[config.mk]
export PLATFORM = sky130hd
export DESIGN_NAME = dp_round_pack
export DESIGN_NICKNAME = d
export VERILOG_FILES = /design/src/rtl/dprp_pkg.sv /design/src/rtl/dprp_round.sv /design/src/rtl/dprp_sticky_shr.sv /design/src/rtl/dprp_special.sv /design/src/rtl/dp_round_pack.sv
export SDC_FILE = /design/constraint.sdc
export NUM_CORES = 1
export LEC_CHECK = 0
export ABC_CLOCK_PERIOD_IN_PS = 2500
export BUFFER_PORTS_ARGS = -buffer_cell sky130_fd_sc_hd__buf_2
export CORE_MARGIN = 5
export CORE_UTILIZATION = 35
export DETAILED_ROUTE_END_ITERATION = 12
export PLACE_DENSITY = 0.62
export SLEW_MARGIN = 20
export SYNTH_ARGS = -nofsm -noshare
export SYNTH_HDL_FRONTEND = slang
export SYNTH_HIERARCHICAL = 1
export SYNTH_SLANG_ARGS = --single-unit
[constraint.sdc]
create_clock -name clk -period 2.5 [get_ports clk]
set_input_delay 0.125 -clock clk [delete_from_list [all_inputs] [get_ports clk]]
set_output_delay 0.125 -clock clk [all_outputs]
set_load 0.01 [all_outputs]
[src/rtl/dprp_pkg.sv]
package dprp_pkg;
  typedef enum logic [1:0] {
    RM_NEAR = 2'd0,
    RM_ZERO = 2'd1,
    RM_UP   = 2'd2,
    RM_DOWN = 2'd3
  } rmode_e;

  localparam int GRS_W = 3;
endpackage

[src/rtl/dprp_round.sv]
module dprp_round #(
  parameter int SIG_W = 56
) (
  input  logic [SIG_W-1:0] sig,
  input  logic             sign,
  input  logic [1:0]       rmode,
  output logic [SIG_W:0]   rsum,
  output logic             inexact
);
  import dprp_pkg::*;

  rmode_e         rm;
  logic [SIG_W:0] inc;

  assign rm = rmode_e'(rmode);

  always_comb begin
    inexact = |sig[GRS_W-1:0];
    inc     = '0;
    if (inexact) begin
      case (rm)
        RM_NEAR: inc = (SIG_W+1)'(3) + (SIG_W+1)'(sig[GRS_W]);
        RM_ZERO: inc = '0;
        RM_UP:   inc = sign ? '0 : (SIG_W+1)'(8);
        RM_DOWN: inc = sign ? (SIG_W+1)'(8) : '0;
        default: inc = '0;
      endcase
    end
    rsum = {1'b0, sig} + inc;
  end
endmodule

[src/rtl/dprp_sticky_shr.sv]
module dprp_sticky_shr #(
  parameter int SIG_W = 56,
  parameter int SH_W  = $clog2(SIG_W + 1)
) (
  input  logic [SIG_W-1:0] val,
  input  logic [SH_W-1:0]  amt,
  output logic [SIG_W-1:0] res
);
  logic [SIG_W-1:0] lost_mask;
  logic             sticky;

  always_comb begin
    lost_mask = ~({SIG_W{1'b1}} << amt);
    sticky    = |(val & lost_mask);
    res       = val >> amt;
    res[0]    = res[0] | sticky;
  end
endmodule

[src/rtl/dprp_special.sv]
module dprp_special #(
  parameter int FRAC_W = 52,
  parameter int EXPF_W = 11,
  localparam int W     = 1 + EXPF_W + FRAC_W
) (
  input  logic         sign,
  input  logic [1:0]   rmode,
  input  logic         sel_ovf,
  output logic [W-1:0] word
);
  import dprp_pkg::*;

  rmode_e rm;
  logic   away;

  assign rm = rmode_e'(rmode);

  always_comb begin
    away = ((rm == RM_UP) && !sign) || ((rm == RM_DOWN) && sign);
    if (sel_ovf) begin
      if (away || (rm == RM_NEAR))
        word = {sign, {EXPF_W{1'b1}}, {FRAC_W{1'b0}}};
      else
        word = {sign, {(EXPF_W-1){1'b1}}, 1'b0, {FRAC_W{1'b1}}};
    end else begin
      if (away)
        word = {sign, {EXPF_W{1'b0}}, {(FRAC_W-1){1'b0}}, 1'b1};
      else
        word = {sign, {(W-1){1'b0}}};
    end
  end
endmodule

[src/rtl/dp_round_pack.sv]
module dp_round_pack #(
  parameter int FRAC_W      = 52,
  parameter int EXPF_W      = 11,
  parameter int XE_W        = 13,
  parameter int SYNC_STAGES = 2,
  localparam int GRS_W      = dprp_pkg::GRS_W,
  localparam int SIG_W      = FRAC_W + 1 + GRS_W,
  localparam int W          = 1 + EXPF_W + FRAC_W
) (
  input  logic              clk,
  input  logic              rst_n,
  input  logic              in_valid,
  output logic              in_ready,
  input  logic              in_sign,
  input  logic [XE_W-1:0]   in_exp,
  input  logic [SIG_W-1:0]  in_sig,
  input  logic [1:0]        in_rmode,
  input  logic              in_flush,
  output logic              out_valid,
  input  logic              out_ready,
  output logic [W-1:0]      out_word,
  output logic              out_ovf,
  output logic              out_unf,
  output logic              out_inx
);
  localparam int BIAS = (1 << (EXPF_W - 1)) - 1;
  localparam int EMIN = 1 - BIAS;
  localparam int EMAX = BIAS;
  localparam int WX   = XE_W + 2;
  localparam int SH_W = $clog2(SIG_W + 1);
  localparam logic signed [WX-1:0] EMIN_X = WX'(EMIN);
  localparam logic signed [WX-1:0] EMAX_X = WX'(EMAX);

  // reset: asserted asynchronously, released on the clock
  logic [SYNC_STAGES-1:0] rst_pipe;
  logic                   rst_sync;

  always_ff @(posedge clk or negedge rst_n) begin
    if (!rst_n) rst_pipe <= '0;
    else        rst_pipe <= {rst_pipe[SYNC_STAGES-2:0], 1'b1};
  end
  assign rst_sync = rst_pipe[SYNC_STAGES-1];

  // exponent range decisions
  logic signed [WX-1:0] xe0, xe1, xe2, es_full;
  logic                 below, at_edge;
  logic [SH_W-1:0]      es;

  always_comb begin
    xe0     = {{(WX-XE_W){in_exp[XE_W-1]}}, in_exp};
    below   = xe0 < EMIN_X;
    at_edge = xe0 == (EMIN_X - WX'(1));
    es_full = EMIN_X - xe0;
    es      = (es_full > WX'(SIG_W)) ? SH_W'(SIG_W) : SH_W'(es_full);
  end

  // boundary rounder (tininess after rounding) and denormal aligner
  logic [SIG_W:0]   rsum_edge;
  logic             inx_edge;
  logic [SIG_W-1:0] sig_shr;

  dprp_round #(.SIG_W(SIG_W)) u_rnd_edge (
    .sig(in_sig), .sign(in_sign), .rmode(in_rmode),
    .rsum(rsum_edge), .inexact(inx_edge)
  );

  dprp_sticky_shr #(.SIG_W(SIG_W), .SH_W(SH_W)) u_shr (
    .val(in_sig), .amt(es), .res(sig_shr)
  );

  logic [SIG_W-1:0] xm1;
  logic             edge_up;

  always_comb begin
    edge_up = 1'b0;
    xm1     = in_sig;
    xe1     = xe0;
    if (below && !in_flush) begin
      xe1 = EMIN_X;
      if (at_edge && rsum_edge[SIG_W]) begin
        edge_up = 1'b1;
        xm1     = SIG_W'(rsum_edge >> 1) & ~SIG_W'((1 << GRS_W) - 1);
      end else begin
        xm1     = sig_shr;
      end
    end
  end

  // main rounder
  logic [SIG_W:0]   rsum_main;
  logic             inx_main;
  logic [SIG_W-1:0] xm2;
  logic [FRAC_W:0]  mant;
  logic             unf_main;

  dprp_round #(.SIG_W(SIG_W)) u_rnd_main (
    .sig(xm1), .sign(in_sign), .rmode(in_rmode),
    .rsum(rsum_main), .inexact(inx_main)
  );

  always_comb begin
    unf_main = inx_main && !xm1[SIG_W-1];
    if (rsum_main[SIG_W]) begin
      xm2 = SIG_W'(rsum_main >> 1);
      xe2 = xe1 + WX'(1);
    end else begin
      xm2 = SIG_W'(rsum_main);
      xe2 = xe1;
    end
    mant = (FRAC_W+1)'(xm2 >> GRS_W);
  end

  // saturated / flushed values
  logic         flush_hit, ovf_hit;
  logic [W-1:0] special_word;

  assign flush_hit = below && in_flush;
  assign ovf_hit   = !flush_hit && (xe2 > EMAX_X);

  dprp_special #(.FRAC_W(FRAC_W), .EXPF_W(EXPF_W)) u_special (
    .sign(in_sign), .rmode(in_rmode), .sel_ovf(!flush_hit),
    .word(special_word)
  );

  // result selection
  logic [W-1:0]      word_d;
  logic              ovf_d, unf_d, inx_d;
  logic [EXPF_W-1:0] biased;

  always_comb begin
    biased = EXPF_W'(xe2 + WX'(BIAS));
    ovf_d  = 1'b0;
    unf_d  = 1'b0;
    inx_d  = 1'b0;
    if (flush_hit) begin
      word_d = special_word;
      unf_d  = 1'b1;
      inx_d  = 1'b1;
    end else if (ovf_hit) begin
      word_d = special_word;
      ovf_d  = 1'b1;
      inx_d  = 1'b1;
    end else begin
      inx_d  = (edge_up && inx_edge) || inx_main;
      unf_d  = unf_main;
      if (mant[FRAC_W]) word_d = {in_sign, biased, mant[FRAC_W-1:0]};
      else              word_d = {in_sign, {EXPF_W{1'b0}}, mant[FRAC_W-1:0]};
    end
  end

  // output stage with handshake
  logic load, valid_d;

  always_comb begin
    in_ready = rst_sync && (!out_valid || out_ready);
    load     = in_valid && in_ready;
    if (load)           valid_d = 1'b1;
    else if (out_ready) valid_d = 1'b0;
    else                valid_d = out_valid;
  end

  always_ff @(posedge clk or negedge rst_n) begin
    if (!rst_n) out_valid <= 1'b0;
    else        out_valid <= valid_d;
  end

  always_ff @(posedge clk) begin
    if (load) begin
      out_word <= word_d;
      out_ovf  <= ovf_d;
      out_unf  <= unf_d;
      out_inx  <= inx_d;
    end
  end

  // checks
  assert_accept_R1: assert property (@(posedge clk) disable iff (!rst_sync)
    (in_valid && in_ready) |=> out_valid);

  assert_hold_R1: assert property (@(posedge clk) disable iff (!rst_sync)
    (out_valid && !out_ready) |=>
      (out_valid && $stable(out_word) && $stable(out_inx) && $stable(out_ovf) && $stable(out_unf)));

  assert_ovf_inexact_R5: assert property (@(posedge clk) disable iff (!rst_sync)
    (out_valid && out_ovf) |-> (out_inx && !out_unf));

  assert_ovf_word_R5: assert property (@(posedge clk) disable iff (!rst_sync)
    (out_valid && out_ovf) |->
      ((&out_word[W-2 -: EXPF_W]) ? (out_word[FRAC_W-1:0] == '0) : (&out_word[FRAC_W-1:0])));

  assert_unf_range_R8: assert property (@(posedge clk) disable iff (!rst_sync)
    (out_valid && out_unf) |-> (out_inx && (out_word[W-2 -: EXPF_W] <= EXPF_W'(1))));

  assert_exact_quiet_R3: assert property (@(posedge clk) disable iff (!rst_sync)
    (out_valid && !out_inx) |-> (!out_ovf && !out_unf));
endmodule

* After elaboration in Yosys (flattened, before gate mapping) *
Index checks and enable logic that the tools add are counted.
W data, S select, Z words.

word-level totals
  bits in registers = 70
  output and inout bits = 69
  bits of input ports = 77

cells by class
  bitwise operators = 3
  mux-type cells = 24
  equality and inequality tests = 4
  $add $sub $neg = 7
  reductions and logical operators = 25
  shift-type cells = 2
  magnitude comparators = 3

operators with widths
  cell                      count
  $pmux W57 S4              2
  $mux W63                  4
  $mux W56                  3
  $add A56 B57 Y57          2
  $mux W57                  2
  $and A56 B56 Y56          1
  $not A56 Y56              1
  $reduce_or A56 Y1         1
  $shl A56 B6 Y56 const A   1
  $shr A56 B6 Y56           1
  $mux W53                  1
  $mux W15                  2
  $add A15 B2 Y15 const B   1
  $gt A15 B11 Y1 const B    1
  $gt A14 B7 Y1 const B     1
  $sub A11 B13 Y14 const A  1
  $eq A13 B11 Y1 const B    1
  $lt A13 B11 Y1 const B    1
  $add A11 B11 Y11 const B  1
  $logic_and A1 B1 Y1       10
  $mux W4                   2
  $mux W1                   7
  $add A2 B1 Y3 const A     2
  $mux W6                   1
  9 further kinds           18

* Depth between registers and ports, before layout *
  depth after elaboration = 19
  mapped depth = 45

* By module *
Netlist, hierarchy kept.

by module, submodules not included
  module           cells each  instances  sequential area each (sq um)  area an instance (sq um)
  dp_round_pack    581         1          2,087.0                       6,054.6
  dprp_sticky_shr  549         1          0.0                           4,157.7
  dprp_round       213         2          0.0                           1,400.1
  dprp_special     70          1          0.0                           518.0

* Least setup slack after synthesis *
Ideal clock, no wire load.

  path kind = input-to-reg
  from = input in_exp[2]
  to = register out_word[58] (data pin)
  library setup time = 260 ps
  data required time = 2,240 ps
  path slack = -6,009 ps
  data arrival time = 8,249 ps
  stages on the path = 39
  buffers on the path = 8
  cells stage by stage = buf_2 buf_1 or2_2 o41ai_1 o21ai_0 o221ai_1 o211ai_1 and2_1 buf_6 buf_4 buf_4 mux4_2 or2_2 mux2i_1 a2bb2oi_1 nand3_1 nand2_1 nor3_1 [... 3 more ...] fa_1 nand2b_1 a21oi_1 nand3_1 nand4b_1 nor4_1 buf_2 buf_1 clkbuf_1 o21a_1 inv_1 ha_1 nand2_1 nor2_1 a41oi_1 or2_2 a21oi_1 mux2_2

between the ends
  elaborated cells between the ends (all ways) = 33

RTL lines
  element                                                    line                                        source
  start, declared                                            dp_round_pack.sv:15                         input logic [XE_W-1:0] in_exp,
  $sub A11 B13 Y14 (*)                                       dp_round_pack.sv:53                         es_full = EMIN_X - xe0;
  $gt A14 B7 Y1 (*)                                          dp_round_pack.sv:54                         es = (es_full > WX'(SIG_W)) ? SH_W'(SIG_W) : SH_W'(es_full);
  $mux W6 (*)                                                dp_round_pack.sv:54
  named net es[0]                                            dp_round_pack.sv:47                         logic [SH_W-1:0] es;
  $shr A56 B6 Y56 (*)                                        dprp_sticky_shr.sv:15                       res = val >> amt;
  named net sig_shr[1]                                       dp_round_pack.sv:60                         logic [SIG_W-1:0] sig_shr;
  $mux W56 (*)                                               dp_round_pack.sv:80                         if (at_edge && rsum_edge[SIG_W]) begin
  $mux W56 (*)                                               dp_round_pack.sv:78                         if (below && !in_flush) begin
  named net xm1[1]                                           dp_round_pack.sv:71                         logic [SIG_W-1:0] xm1;
  [... 2 more ...]                                           n/a
  $add A56 B57 Y57 (*)                                       dprp_round.sv:29                            rsum = {1'b0, sig} + inc;
  named net rsum_main[56]                                    dp_round_pack.sv:90                         logic [SIG_W:0] rsum_main;
  $mux W15                                                   dp_round_pack.sv:103                        if (rsum_main[SIG_W]) begin
  $add A11 B11 Y11 / $gt A15 B11 Y1 (equally long branches)  dp_round_pack.sv:131, dp_round_pack.sv:118
  $mux W63 / $logic_and A1 B1 Y1 (equally long branches)     dp_round_pack.sv:146, dp_round_pack.sv:118
  $mux W63 (*)                                               dp_round_pack.sv:139                        end else if (ovf_hit) begin
  $mux W63 (*)                                               dp_round_pack.sv:135                        if (flush_hit) begin
  named net word_d[58]                                       dp_round_pack.sv:126                        logic [W-1:0] word_d;
  end signal, assigned                                       dp_round_pack.sv:169                        out_word <= word_d;
  end, declared                                              dp_round_pack.sv:21                         output logic [W-1:0] out_word,

The timed path passes the listed nets; every way through them passes the cells marked *. The select of a mux whose other input is x is not followed.
A chain may end at the register's enable or synchronous reset.

* Worst setup path in the final report *
  from = input in_exp[0]
  to = register out_word[20] (data pin)

between the ends
  word-level cells in the longest chain between the ends = 18
  elaborated cells between the ends (all ways) = 32

RTL lines
  element                  line                   source
  $sub A11 B13 Y14 (*)     dp_round_pack.sv:53
  $gt A14 B7 Y1            dp_round_pack.sv:54
  $mux W6 (*)              dp_round_pack.sv:54
  $shl A56 B6 Y56          dprp_sticky_shr.sv:13  lost_mask = ~({SIG_W{1'b1}} << amt);
  $not A56 Y56             dprp_sticky_shr.sv:13
  $and A56 B56 Y56         dprp_sticky_shr.sv:14  sticky = |(val & lost_mask);
  $reduce_or A56 Y1        dprp_sticky_shr.sv:14
  $or A1 B1 Y1 (*)         dprp_sticky_shr.sv:16  res[0] = res[0] | sticky;
  named net sig_shr[0]     dp_round_pack.sv:60
  [... 2 more ...]         n/a
  named net xm1[0]         dp_round_pack.sv:71
  [... 1 more ...]         n/a
  named net inx_main       dp_round_pack.sv:91    logic inx_main;
  [... 1 more ...]         n/a
  $add A56 B57 Y57 (*)     dprp_round.sv:29
  named net rsum_main[56]  dp_round_pack.sv:90
  $mux W15                 dp_round_pack.sv:103
  $gt A15 B11 Y1           dp_round_pack.sv:118   assign ovf_hit = !flush_hit && (xe2 > EMAX_X);
  $logic_and A1 B1 Y1      dp_round_pack.sv:118
  $mux W63 (*)             dp_round_pack.sv:139
  $mux W63 (*)             dp_round_pack.sv:135
  named net word_d[20]     dp_round_pack.sv:126

Marked as above.

==> flow_metrics.tcl <==
set metrics [dict create \
    status "complete, but fails checks" \
    violations "setup timing" \
    rsz0062_at_grt "true" \
    drc 0 \
    die_x_um 206.3 \
    cts_tree "done" \
    clk_pin_slew_worst_paths_ps 50 \
    cp-start-kind "primary input" \
    synth_area_per_cell_um2 8.329 \
    row_count 72 \
    drt-total-wl_um 61860 \
    cap_violations 0 \
    dp_hpwl_um 50060 \
    clockBufferDepth 2 \
    fmax_mhz 127.3 \
    wl_per_cell_um 22.47 \
    nets 2324 \
    slew_headroom 0.5201 \
    setup_viol 67 \
    synth_warnings 6 \
    gp_congestion 1.017 \
    hold_viol 0 \
    final_cells 2753 \
    required_ps 2580 \
    period_needed_ps 7857 \
    h-tree-depth 3 \
    crit_fanout 6 \
    fin_tns_setup_ps -352850 \
    period_share 3.143 \
    die_y_um 206.3 \
    vias_per_cell 5.625 \
    hold_path.class "in -> reg" \
    p_per_area_nw_per_um2 358.2 \
    fin_util 0.5080 \
    drt_pass1_iterations 6 \
    clock_sinks 70 \
    leakage_nw 8.695 \
    layout_common_cells "582 x buf_4, 213 x nand2_1, 143 x buf_2, 118 x nor2_1, 98 x o21ai_0" \
    cp.arrival_ps 7940 \
    cts-root-buf "clkbuf_16" \
    drive_gt1_frac 0.4720 \
    worst_pin_slew_ps 712.3 \
    dp_cells 2696 \
    grt_max_degree 68 \
    floorplan.io_pins 146 \
    syn_nets 1714 \
    syn_inst 1620 \
    critPathKind "in -> reg" \
    end_kind "flop" \
    ff_latch_area_um2 2087 \
    core-area_um2 38380 \
    finClkSkew_ps 13.25 \
    drv_slew 0 \
    cpMostUsedCell "buf_8" \
    peakVddDrop_mv 0.2921 \
    start_util 0.3516 \
    dieArea_um2 42580 \
    numCtsBuffers 9 \
    final_common_cell "buf_4" \
    antenna_left 0 \
    fin_ws_ps -5357 \
    grt_pass1_wl_um 91830 \
    antenna_found_initial 1 \
    cpMaxStageDelayCell "mux4_2" \
    multiInputGateArea_um2 10560 \
    drtIter0Drc 1473 \
    nFillCells 3773 \
    grt_overflow 0 \
    syn_to_final_growth_pct 44.49 \
    io_buffers 145 \
    crit_path_max_incr_delay_ps 520 \
    grt_pass1_vias 14960 \
    clk_latency_ps 350 \
    holdWs_ps 60.15 \
    post-place-ws_ps -6173 \
    routed-via-count 15490 \
    syn_area_um2 13490 \
    grt_usage 0.2820 \
    n_antenna_cell 0 \
]
==> per-stage QoR <==
step	cell area [µm²]	total power, mW
detailed placement	18470	5.485
CTS	19380	6.888
finish	19500	6.983
global placement	18470	5.471
floorplan	13640	3.592
global route	19500	7.311
==> state kept, by name, summed over array words and instances (netlist names) <==
signal / flops
out_inx: 1
out_ovf: 1
out_unf: 1
out_valid: 1
out_word: 64
rst_pipe: 2
==> power by group <==
part           total, mW  switching (mW)  internal [mW]
registers           1.41          0.0172           1.39
clock network       1.21           0.490          0.723
logic               4.36            2.20           2.16
total               6.98            2.71           4.28
==> critical path: cells and delay by family <==
kind / cells / cell delay, ps
adders and majority gates: 2 / 420
muxes: 3 / 1130
buffers and inverters: 9 / 1200
and+or+nand+nor: 12 / 2290
AOI/OAI and AO/OA: 14 / 2770
==> worst paths after layout <==
path | startpoint | endpoint | slack, ps | depth (start not counted)
max in group asynchronous | rst_n | rst_pipe[0]$_DFF_PN0_ | 2280 | 2
min in group asynchronous | rst_n | out_valid$_DFFE_PN0P_ | 110 | 2
max reg2reg | out_valid$_DFFE_PN0P_ | out_word[52]$_DFFE_PP_ | 1060 | 5
min | in_valid | out_valid$_DFFE_PN0P_ | 60 | 3
max | in_exp[0] | out_word[20]$_DFFE_PP_ | -5360 | 40
min reg2reg | rst_pipe[0]$_DFF_PN0_ | rst_pipe[1]$_DFF_PN0_ | 360 | 0
==> per-layer routing <==
| layer | track usage | wire (µm) | share of wire |
|---|---|---|---|
| met3 | 0.05806 | 5694 | 0.092 |
| met5 | 0 | 10 | 0.00016 |
| met4 | 0.09030 | 2104 | 0.034 |
| met2 | 0.4381 | 27180 | 0.44 |
| met1 | 0.3930 | 26870 | 0.43 |
==> repair_timing <==
| item | in CTS | in global routing |
|---|---|---|
| endpoints found under the hold margin | 3 | 0 |
| setup endpoints to repair | 67 | 67 |
| hold buffers | 1 | 0 |
| pin swaps | 8 | 23 |
| gates resized for setup | 62 | 23 |
| cloned | 4 | 0 |
| buffers inserted | 33 | 5 |
==> cell type report <==
class,count,area share
Tap cell,518,0.03324
Timing Repair Buffer,766,0.2957
Sequential cell,70,0.1070
Multi-Input combinational cell,1344,0.5418
Clock inverter,5,0.001733
Inverter,39,0.007509
Clock buffer,11,0.01296
Note: power is estimated with default switching activity, not from simulation.
